File: config.mk
export PLATFORM = sky130hd
export DESIGN_NAME = tick_timer
export DESIGN_NICKNAME = d
export VERILOG_FILES = /design/src/rtl/tt_pkg.sv /design/src/rtl/tt_rst_sync.sv /design/src/rtl/tt_tick_sel.sv /design/src/rtl/tt_counter.sv /design/src/rtl/tt_regs.sv /design/src/rtl/tick_timer.sv
export SDC_FILE = /design/constraint.sdc
export NUM_CORES = 1
export LEC_CHECK = 0
export ABC_AREA = 1
export ABC_CLOCK_PERIOD_IN_PS = 3230
export BUFFER_PORTS_ARGS = -buffer_cell sky130_fd_sc_hd__buf_2
export CORE_MARGIN = 8
export CORE_UTILIZATION = 59
export CTS_BUF_LIST = sky130_fd_sc_hd__clkbuf_2 sky130_fd_sc_hd__clkbuf_4 sky130_fd_sc_hd__clkbuf_8
export DETAILED_ROUTE_END_ITERATION = 6
export GPL_TIMING_DRIVEN = 0
export PLACE_DENSITY = 0.83
export SLEW_MARGIN = 20
export SYNTH_ARGS = -nofsm -noshare
export SYNTH_HDL_FRONTEND = slang
export SYNTH_HIERARCHICAL = 1
export SYNTH_SLANG_ARGS = --single-unit
File: constraint.sdc
create_clock -name clk -period 3.23 [get_ports clk]
set_input_delay 0.646 -clock clk [delete_from_list [all_inputs] [get_ports clk]]
set_output_delay 0.646 -clock clk [all_outputs]
set_load 0.02 [all_outputs]
File: src/rtl/tt_pkg.sv
package tt_pkg;
  localparam int unsigned DATA_W = 32;
  localparam int unsigned ADDR_W = 4;

  typedef enum logic [1:0] {
    SEL_CTRL   = 2'd0,
    SEL_RELOAD = 2'd1,
    SEL_COUNT  = 2'd2,
    SEL_CAL    = 2'd3
  } reg_sel_e;

  localparam int unsigned BIT_EN       = 0;
  localparam int unsigned BIT_IRQ_EN   = 1;
  localparam int unsigned BIT_SRC_CORE = 2;
  localparam int unsigned BIT_WRAP     = 16;
  localparam int unsigned BIT_INEXACT  = 30;
  localparam int unsigned BIT_NO_REF   = 31;
endpackage

File: src/rtl/tt_rst_sync.sv
module tt_rst_sync (
  input  logic clk,
  input  logic rst_n,
  output logic rst_sync_n
);
  logic [1:0] sync_q;

  always_ff @(posedge clk or negedge rst_n) begin
    if (!rst_n) sync_q <= 2'b00;
    else        sync_q <= {sync_q[0], 1'b1};
  end

  assign rst_sync_n = sync_q[1];
endmodule

File: src/rtl/tt_tick_sel.sv
module tt_tick_sel (
  input  logic enable_i,
  input  logic src_core_i,
  input  logic ref_tick_i,
  output logic tick_o
);
  always_comb begin
    tick_o = 1'b0;
    if (enable_i) tick_o = src_core_i ? 1'b1 : ref_tick_i;
  end
endmodule

File: src/rtl/tt_counter.sv
module tt_counter #(
  parameter int unsigned CNT_W = 24
) (
  input  logic             clk,
  input  logic             rst_n,
  input  logic             tick_i,
  input  logic             clr_i,
  input  logic [CNT_W-1:0] reload_i,
  output logic [CNT_W-1:0] cnt_o,
  output logic             wrap_o
);
  localparam logic [CNT_W-1:0] ONE = CNT_W'(1);

  logic [CNT_W-1:0] cnt_q, cnt_d;
  logic             cnt_ce;

  always_comb begin
    cnt_d  = cnt_q;
    wrap_o = 1'b0;
    cnt_ce = clr_i | tick_i;
    if (clr_i) begin
      cnt_d = '0;
    end else if (tick_i) begin
      if (cnt_q == '0) begin
        cnt_d = reload_i;
      end else begin
        cnt_d  = cnt_q - ONE;
        wrap_o = (cnt_q == ONE);
      end
    end
  end

  always_ff @(posedge clk or negedge rst_n) begin
    if (!rst_n)      cnt_q <= '0;
    else if (cnt_ce) cnt_q <= cnt_d;
  end

  assign cnt_o = cnt_q;

  // a tick on a non-zero count steps down by exactly one
  a_r4_step_down: assert property (@(posedge clk) disable iff (!rst_n)
    (tick_i && !clr_i && cnt_q != '0) |=> (cnt_q == $past(cnt_q) - ONE));

  // a current-value write leaves the counter at zero
  a_r6_clear_zero: assert property (@(posedge clk) disable iff (!rst_n)
    clr_i |=> (cnt_q == '0));

  // no tick and no clear means the count holds
  a_r12_hold: assert property (@(posedge clk) disable iff (!rst_n)
    (!tick_i && !clr_i) |=> $stable(cnt_q));

  // a zero reload keeps a zero counter at zero
  a_r9_zero_reload: assert property (@(posedge clk) disable iff (!rst_n)
    (tick_i && cnt_q == '0 && reload_i == '0) |=> (cnt_q == '0));
endmodule

File: src/rtl/tt_regs.sv
module tt_regs
  import tt_pkg::*;
#(
  parameter int unsigned CNT_W       = 24,
  parameter logic [CNT_W-1:0] CAL_TENMS = '0,
  parameter bit          CAL_INEXACT = 1'b0,
  parameter bit          NO_EXT_REF  = 1'b0
) (
  input  logic              clk,
  input  logic              rst_n,
  input  logic [ADDR_W-1:0] addr_i,
  input  logic              wr_en_i,
  input  logic [DATA_W-1:0] wr_data_i,
  input  logic              rd_en_i,
  output logic [DATA_W-1:0] rd_data_o,
  input  logic [CNT_W-1:0]  cnt_i,
  input  logic              wrap_i,
  output logic              enable_o,
  output logic              irq_en_o,
  output logic              src_core_o,
  output logic              clr_cnt_o,
  output logic [CNT_W-1:0]  reload_o
);
  reg_sel_e sel;
  logic     wr_ctrl, wr_reload, rd_ctrl;

  logic             en_q, irq_en_q, src_q, flag_q;
  logic             en_d, irq_en_d, src_d, flag_d;
  logic             ctrl_ce, flag_ce, reload_ce;
  logic [CNT_W-1:0] reload_q, reload_d;
  logic [DATA_W-1:0] rd_q, rd_d;
  logic [DATA_W-1:0] ctrl_word, cal_word;

  assign sel       = reg_sel_e'(addr_i[3:2]);
  assign wr_ctrl   = wr_en_i && (sel == SEL_CTRL);
  assign wr_reload = wr_en_i && (sel == SEL_RELOAD);
  assign clr_cnt_o = wr_en_i && (sel == SEL_COUNT);
  assign rd_ctrl   = rd_en_i && (sel == SEL_CTRL);

  assign src_core_o = src_q | NO_EXT_REF;

  always_comb begin
    ctrl_word               = '0;
    ctrl_word[BIT_EN]       = en_q;
    ctrl_word[BIT_IRQ_EN]   = irq_en_q;
    ctrl_word[BIT_SRC_CORE] = src_core_o;
    ctrl_word[BIT_WRAP]     = flag_q;
  end

  always_comb begin
    cal_word              = '0;
    cal_word[CNT_W-1:0]   = CAL_TENMS;
    cal_word[BIT_INEXACT] = CAL_INEXACT;
    cal_word[BIT_NO_REF]  = NO_EXT_REF;
  end

  always_comb begin
    ctrl_ce  = wr_ctrl;
    en_d     = wr_data_i[BIT_EN];
    irq_en_d = wr_data_i[BIT_IRQ_EN];
    src_d    = wr_data_i[BIT_SRC_CORE];

    reload_ce = wr_reload;
    reload_d  = wr_data_i[CNT_W-1:0];

    flag_ce = wrap_i | rd_ctrl | clr_cnt_o;
    flag_d  = wrap_i;

    rd_d = '0;
    unique case (sel)
      SEL_CTRL:   rd_d = ctrl_word;
      SEL_RELOAD: rd_d[CNT_W-1:0] = reload_q;
      SEL_COUNT:  rd_d[CNT_W-1:0] = cnt_i;
      SEL_CAL:    rd_d = cal_word;
      default:    rd_d = '0;
    endcase
  end

  always_ff @(posedge clk or negedge rst_n) begin
    if (!rst_n) begin
      en_q     <= 1'b0;
      irq_en_q <= 1'b0;
      src_q    <= 1'b0;
    end else if (ctrl_ce) begin
      en_q     <= en_d;
      irq_en_q <= irq_en_d;
      src_q    <= src_d;
    end
  end

  always_ff @(posedge clk or negedge rst_n) begin
    if (!rst_n)       flag_q <= 1'b0;
    else if (flag_ce) flag_q <= flag_d;
  end

  always_ff @(posedge clk or negedge rst_n) begin
    if (!rst_n)         reload_q <= '0;
    else if (reload_ce) reload_q <= reload_d;
  end

  always_ff @(posedge clk or negedge rst_n) begin
    if (!rst_n)       rd_q <= '0;
    else if (rd_en_i) rd_q <= rd_d;
  end

  assign rd_data_o = rd_q;
  assign enable_o  = en_q;
  assign irq_en_o  = irq_en_q;
  assign reload_o  = reload_q;

  // a wrap always leaves the flag set, even against a concurrent read
  a_r5_wrap_sets_flag: assert property (@(posedge clk) disable iff (!rst_n)
    wrap_i |=> flag_q);

  // a read without a wrap leaves the flag clear
  a_r5_read_clears: assert property (@(posedge clk) disable iff (!rst_n)
    (rd_ctrl && !wrap_i) |=> !flag_q);

  // a current-value write clears the flag
  a_r6_write_clears_flag: assert property (@(posedge clk) disable iff (!rst_n)
    clr_cnt_o |=> !flag_q);

  // without a reference tick, source select always reports core clock
  a_r11_src_forced: assert property (@(posedge clk) disable iff (!rst_n)
    NO_EXT_REF |-> src_core_o);
endmodule

File: src/rtl/tick_timer.sv
module tick_timer
  import tt_pkg::*;
#(
  parameter int unsigned CNT_W       = 24,
  parameter logic [CNT_W-1:0] CAL_TENMS = '0,
  parameter bit          CAL_INEXACT = 1'b0,
  parameter bit          NO_EXT_REF  = 1'b0
) (
  input  logic        clk,
  input  logic        rst_n,
  input  logic        ref_tick_i,
  input  logic [3:0]  addr_i,
  input  logic        wr_en_i,
  input  logic [31:0] wr_data_i,
  input  logic        rd_en_i,
  output logic [31:0] rd_data_o,
  output logic        irq_o
);
  logic             rst_sync_n;
  logic             enable, irq_en, src_core, clr_cnt, tick, wrap;
  logic [CNT_W-1:0] reload, cnt;
  logic             irq_q, irq_d;

  tt_rst_sync u_rst (
    .clk        (clk),
    .rst_n      (rst_n),
    .rst_sync_n (rst_sync_n)
  );

  tt_regs #(
    .CNT_W       (CNT_W),
    .CAL_TENMS   (CAL_TENMS),
    .CAL_INEXACT (CAL_INEXACT),
    .NO_EXT_REF  (NO_EXT_REF)
  ) u_regs (
    .clk        (clk),
    .rst_n      (rst_sync_n),
    .addr_i     (addr_i),
    .wr_en_i    (wr_en_i),
    .wr_data_i  (wr_data_i),
    .rd_en_i    (rd_en_i),
    .rd_data_o  (rd_data_o),
    .cnt_i      (cnt),
    .wrap_i     (wrap),
    .enable_o   (enable),
    .irq_en_o   (irq_en),
    .src_core_o (src_core),
    .clr_cnt_o  (clr_cnt),
    .reload_o   (reload)
  );

  tt_tick_sel u_tick (
    .enable_i   (enable),
    .src_core_i (src_core),
    .ref_tick_i (ref_tick_i),
    .tick_o     (tick)
  );

  tt_counter #(.CNT_W(CNT_W)) u_cnt (
    .clk      (clk),
    .rst_n    (rst_sync_n),
    .tick_i   (tick),
    .clr_i    (clr_cnt),
    .reload_i (reload),
    .cnt_o    (cnt),
    .wrap_o   (wrap)
  );

  always_comb irq_d = wrap & irq_en;

  always_ff @(posedge clk or negedge rst_sync_n) begin
    if (!rst_sync_n) irq_q <= 1'b0;
    else             irq_q <= irq_d;
  end

  assign irq_o = irq_q;

  // the interrupt request never lasts two cycles
  a_r7_single_pulse: assert property (@(posedge clk) disable iff (!rst_sync_n)
    irq_o |=> !irq_o);

  // a request only accompanies a counter that just reached zero
  a_r7_at_zero: assert property (@(posedge clk) disable iff (!rst_sync_n)
    irq_o |-> (cnt == '0));
endmodule

==> results of run 1 <==
==> routing by layer <==
metal	vias to the layer above	track usage (%)
met3	19	3.714
met4	0	8.899
li1	2111	-
met1	2022	31.98
met5	-	0
met2	164	40.31
==> state kept, by name, indices dropped and copies added, names as in the netlist <==
name and count:
u_regs/enable_o 1, u_regs/irq_en_o 1, u_regs/reload_o 24, u_regs/rd_data_o 24, u_rst/sync_q 2, u_cnt/cnt_o 24, u_regs/flag_q 1, irq_o 1
u_regs/src_core_o 1
==> worst max-delay path, delay by kind of cell <==
kind                   cells  cell delay [ns]
AND/OR/NAND/NOR            6             0.79
buffers and inverters      6             1.40
==> logic make-up after synthesis <==
logic type | after synthesis | share of synthesized area, %
and+or+nand+nor | 477 | 44.74
DFF | 79 | 44.46
buffers and inverters | 63 | 7.063
AOI/OAI and AO/OA | 12 | 1.351
xor gates and xnor gates | 7 | 1.379
adders and majority gates | 3 | 0.8442
other | 2 | 0.1689
==> layout make-up <==
| cell class | count | area share [%] |
|---|---|---|
| Clock inverter | 5 | 1.249 |
| Tap cell | 99 | 2.425 |
| Multi-Input combinational cell | 508 | 42.71 |
| Clock buffer | 11 | 2.964 |
| Sequential cell | 79 | 38.77 |
| Buffer | 34 | 4.017 |
| Inverter | 29 | 2.131 |
| Timing Repair Buffer | 54 | 5.731 |
==> power groups by stage <==
stage / Sequential [mW] / Combinational, mW / Clock (mW)
floorplan: 1.47 / 1.32 / 0
global placement: 1.48 / 1.72 / 0
detailed placement: 1.48 / 1.79 / 0
CTS: 1.46 / 1.80 / 0.797
global route: 1.51 / 2.05 / 0.836
finish: 1.47 / 1.83 / 0.789
==> final timing paths <==
check	start	to	slack (ns)
setup / recovery	addr_i[3]	u_cnt/cnt_o[12]$_DFFE_PN0P_	0.65
hold / removal	rst_n	u_rst/sync_q[1]$_DFF_PN0_	0.06
setup reg to reg	u_regs/src_core_o$_DFFE_PN0P_	u_cnt/cnt_o[12]$_DFFE_PN0P_	1.24
hold reg to reg	u_rst/sync_q[1]$_DFF_PN0_	u_regs/reload_o[20]$_DFFE_PN0P_	0.23
max in group asynchronous	u_rst/sync_q[1]$_DFF_PN0_	u_cnt/cnt_o[9]$_DFFE_PN0P_	2.43
min in group clk	u_rst/sync_q[0]$_DFF_PN0_	u_rst/sync_q[1]$_DFF_PN0_	0.36
==> placed cells by master, fill, tap and decap left out, types with 9 or more instances in the layout <==
cell type  count
buf_4         12
inv_1         27
conb_1         9
dfrtp_1       78
nand3_1       48
clkbuf_1      10
nor2_1        91
clkbuf_8      11
nand2_1      303
buf_2         61
==> through the flow <==
stage | cells | cell area, um^2
2_1_floorplan | 650 | 4473
3_3_place_gp | 802 | 4862
3_5_place_dp | 803 | 4893
4_1_cts | 819 | 5109
5_1_grt | 819 | 5109
6_report | 819 | 5109
==> flow_summary.ini, run 1 <==
[detailed_routing]
vias = 4316
wire_per_inst_um = 14.69
drtIter0Drc = 297
top_layer_used = met4
dr.pass1.iters = 7
route.met3.wl_um = 849
drc = 0
m1WireLength_mm = 5.356
wl_met2_mm = 5.593
ant_nets = 0
viasPerCell = 5.270
routed_wl_mm = 12.03

[logic_synthesis]
synth_edf_count = 0
synth_seq_area_share_pct = 44.46
synth-warning-count = 6
async_reset_ff_share_pct = 100.0
yosysUniqueCellTypes = 24
synth_top_flop_cell = dfrtp_1
synth_top_area_share_pct = 44.46
syn_inst = 643
synth_common_cells = nand2_1 (303), nor2_1 (91), dfrtp_1 (79), nand3_1 (48), inv_1 (27)
synth.avg_cell_area_um2 = 6.916
yosysTopAreaCell = dfrtp_1
synth_area_leaders = dfrtp_1 (44%), nand2_1 (26%), nor2_1 (7.7%), nand3_1 (5.4%), inv_1 (2.3%)
ys_ff_latch = 79
syn_area_mm2 = 0.004447
yosysMostFrequentCell = nand2_1

[layout]
layout.nets = 759
n_antenna_cell = 0
layout.area.seq_mm2 = 0.001981
multiInputGateArea_mm2 = 0.002182
drive_above_1_share_pct = 16.11
fin_util_pct = 70.06
area_growth_pct = 14.88
n_fill_cell = 662

[floorplanning]
pin_count = 74
coreArea_mm2 = 0.007292
fp.dieW_um = 102.8
die-height_um = 102.8
die-area_mm2 = 0.01057
std_cell_rows = 31
start_util_pct = 60.98

[critical_path]
cp_max_fo = 10
slowest_delay_ns = 0.53
end_kind = register
start_kind = input pin
worstSetupPathType = in2reg
ff2ff_path_depth = 9
critical_path.cell_chain = buf_4, inv_1, nor2_1, buf_2, nand2_1, inv_1, nor2_1, inv_2, clkbuf_1, nor2_1, nand2_1, nand2_1
cp.required_ns = 3.48
crit_arrival_ns = 2.83
critPathSlowestCell = clkbuf_1

[sta]
worstMarginPinSlew_ns = 0.6433
finalCritPeriodShare_pct = 79.90
relSlewSlack_pct = 57.11
setup_violations = 0
min_period_ns = 2.581
finalHoldViolCount = 0
hold_slack_ns = 0.05718
skew_ns = 0.008484
fin_ws_ns = 0.6492
timing.final.max_slew_violations = 0
fmax_mhz = 387.5
rsz0062_at_grt = false
tns_ns = 0

[run]
max-cap-violations = 0

[pwr]
leakage_nw = 2.987
ir_drop_mv = 0.3159
power_frac_clock_pct = 19.3
seq_power_share_pct = 35.8
power.density_mw_per_mm2 = 800.4
total_power_mw = 4.089
combPwrFrac_pct = 44.9
p_sw_mw = 1.847
swShare_pct = 45.16
intPower_mw = 2.242

[global_routing]
grt_pass1_vias = 4219
grt_pass1_wl_mm = 20.00
overflow = 0
antenna_found_initial = 0
grt_max_degree = 58
grt_use_total_pct = 24.48

[clock_tree]
numClockSinks = 79
post-cts-setup-buffer-count = 0
root_buffer = clkbuf_8
cts_tree = built
clk_path_buf_depth = 2
clock_latency_ns = 0.36
cts_buffers = 9
holdBufCountCts = 0
cts_resized = 0
clk_pin_slew_ns = 0.08
htreeDepth = 3

[place]
numPortBuffers = 53
place_congestion = 0.9618
dp.final_hpwl_mm = 8.621
dpl_worst_slack_ns = 0.3681

[outcome]
outcome = completed

[min_path]
hold_path.class = in2async
Note: power is estimated with default switching activity, not from simulation.
==> run 2, diff against run 1 <==
--- a/config.mk
+++ b/config.mk
@@ -6,14 +6,14 @@
 export NUM_CORES = 1
 export LEC_CHECK = 0
 export ABC_AREA = 1
-export ABC_CLOCK_PERIOD_IN_PS = 3230
+export ABC_CLOCK_PERIOD_IN_PS = 2210
 export BUFFER_PORTS_ARGS = -buffer_cell sky130_fd_sc_hd__buf_2
 export CORE_MARGIN = 8
-export CORE_UTILIZATION = 59
+export CORE_UTILIZATION = 53
 export CTS_BUF_LIST = sky130_fd_sc_hd__clkbuf_2 sky130_fd_sc_hd__clkbuf_4 sky130_fd_sc_hd__clkbuf_8
 export DETAILED_ROUTE_END_ITERATION = 6
 export GPL_TIMING_DRIVEN = 0
-export PLACE_DENSITY = 0.83
+export PLACE_DENSITY = 0.79
 export SLEW_MARGIN = 20
 export SYNTH_ARGS = -nofsm -noshare
 export SYNTH_HDL_FRONTEND = slang
==> constraint.sdc (replaced) <==
create_clock -name clk -period 2.21 [get_ports clk]
set_input_delay 0.442 -clock clk [delete_from_list [all_inputs] [get_ports clk]]
set_output_delay 0.442 -clock clk [all_outputs]
set_load 0.02 [all_outputs]
==> flow_summary.ini, run 2 (synthesized netlist as in run 1, its figures left out) <==
[outcome]
outcome = completed

[place]
numPortBuffers = 53
place_congestion = 0.9604
dp.final_hpwl_mm = 8.546
dp.cells = 809
dpl_worst_slack_ns = -0.3853

[sta]
fmax_mhz = 498.2
min_period_ns = 2.007
hold_slack_ns = 0.2831
relSlewSlack_pct = 61.25
timing.final.max_slew_violations = 0
setup_violations = 0
finalCritPeriodShare_pct = 90.82
worstMarginPinSlew_ns = 0.5813
skew_ns = 0.01435
fin_ws_ns = 0.2029
rsz0062_at_grt = false
finalHoldViolCount = 0

[pwr]
seq_power_share_pct = 36.5
power.density_mw_per_mm2 = 1150
leakage_nw = 2.980
p_sw_mw = 2.648
intPower_mw = 3.224
swShare_pct = 45.10
combPwrFrac_pct = 44.9
power_frac_clock_pct = 18.6
ir_drop_mv = 0.5874
total_power_mw = 5.872

[detailed_routing]
drtIter0Drc = 229
wire_per_inst_um = 13.92
viasPerCell = 5.148
dr.pass1.iters = 5
vias = 4247
drc = 0
ant_nets = 0
routed_wl_mm = 11.49

[floorplanning]
fp.dieW_um = 107.6
std_cell_rows = 33
die-area_mm2 = 0.01158
pin_count = 74
die-height_um = 107.6
coreArea_mm2 = 0.008175
start_util_pct = 54.39

[global_routing]
grt_pass1_wl_mm = 19.37
grt_use_total_pct = 20.77
antenna_found_initial = 0
grt_max_degree = 46
grt_pass1_vias = 4106
overflow = 0

[layout]
layout_common_cells = nand2_1 (303), nor2_1 (91), dfrtp_1 (78)
fin_util_pct = 62.46
final_common_cell = nand2_1
n_antenna_cell = 0
area_growth_pct = 14.83
multiInputGateArea_mm2 = 0.002182
layout.nets = 759
final_cell_count_no_fill = 825
drive_above_1_share_pct = 16.11
layout.area.seq_mm2 = 0.001981
n_fill_cell = 766

[run]
max-cap-violations = 0

[clock_tree]
numClockSinks = 79
htreeDepth = 3
cts_resized = 0
root_buffer = clkbuf_8
clk_path_buf_depth = 2
clock_latency_ns = 0.35
clk_pin_slew_ns = 0.09
cts_tree = built
cts_buffers = 9

[critical_path]
cp.required_ns = 2.49
end_kind = register
worstSetupPathType = in2reg
crit_arrival_ns = 2.29
start_kind = input pin
rr_endpoint = u_cnt/cnt_o[14]$_DFFE_PN0P_
cp_max_fo = 10
rr_startpoint = u_cnt/cnt_o[15]$_DFFE_PN0P_
ff2ff_path_depth = 9
r2r_slack_ns = 0.45

[min_path]
hold_path.class = reg2async
==> run 2: cell count changes in the layout (fill, tap and decap cells not counted), sizes merged <==
cell         delta
clkbuf          -2
dlygate4sd3     +1
clkinvlp        +1
==> run 2: per-layer routing <==
layer / vias to the layer above / GRT usage (%) / wire [um]
li1: 2108 / - / -
met1: 1991 / 27.49 / 5380
met2: 133 / 33.46 / 5274
met3: 15 / 4.431 / 688
met4: 0 / 5.748 / 143
met5: - / 0 / 0
==> run 2: area by class of cell <==
type	count	area share (%)
multi-input cells	508	42.73
flip-flops and latches	79	38.79
repair buffers	55	5.930
plain buffers	33	3.945
clock buffers	10	2.573
well taps	105	2.573
inverters	29	2.132
clock inverters	6	1.323
==> run 2: power by group through the flow <==
stage | clock network, mW | logic (mW) | registers, mW
2_1_floorplan | 0 | 1.94 | 2.15
3_3_place_gp | 0 | 2.52 | 2.17
3_5_place_dp | 0 | 2.59 | 2.16
4_1_cts | 1.11 | 2.61 | 2.14
5_1_grt | 1.17 | 2.98 | 2.19
6_report | 1.09 | 2.64 | 2.14
==> run 2: repair_timing <==
item	in CTS	in global routing
setup endpoints to repair	2	0
buffers inserted	0	0
hold buffers	1	0
hold endpoints to repair	2	0
==> run 2: through the flow <==
stage	setup TNS, ns	instance area, um^2
3_3_place_gp	-3.495	4871
4_1_cts	0	5106
2_1_floorplan	0	4474
6_report	0	5106
5_1_grt	0	5106
3_5_place_dp	-3.828	4901
==> run 2: worst max path at each step <==
stage	from	end	slack (ns)	cells past startpoint
floorplan	addr_i[3]	u_cnt/cnt_o[10]$_DFFE_PN0P_	0.31	12
global placement	addr_i[3]	u_cnt/cnt_o[12]$_DFFE_PN0P_	-0.34	12
detailed placement	addr_i[3]	u_cnt/cnt_o[13]$_DFFE_PN0P_	-0.39	12
CTS	addr_i[3]	u_cnt/cnt_o[21]$_DFFE_PN0P_	0.25	10
global route	addr_i[3]	u_cnt/cnt_o[21]$_DFFE_PN0P_	0.04	10
finish	addr_i[3]	u_cnt/cnt_o[21]$_DFFE_PN0P_	0.20	10
==> run 2: critical path: stages <==
cell and delay [ns]:
buf_4 0.14, inv_1 0.14, nor2_1 0.12, buf_2 0.21, nand2_1 0.11, inv_1 0.08
nor2_1 0.31, clkbuf_1 0.49, nand2_1 0.15, nand2_1 0.12
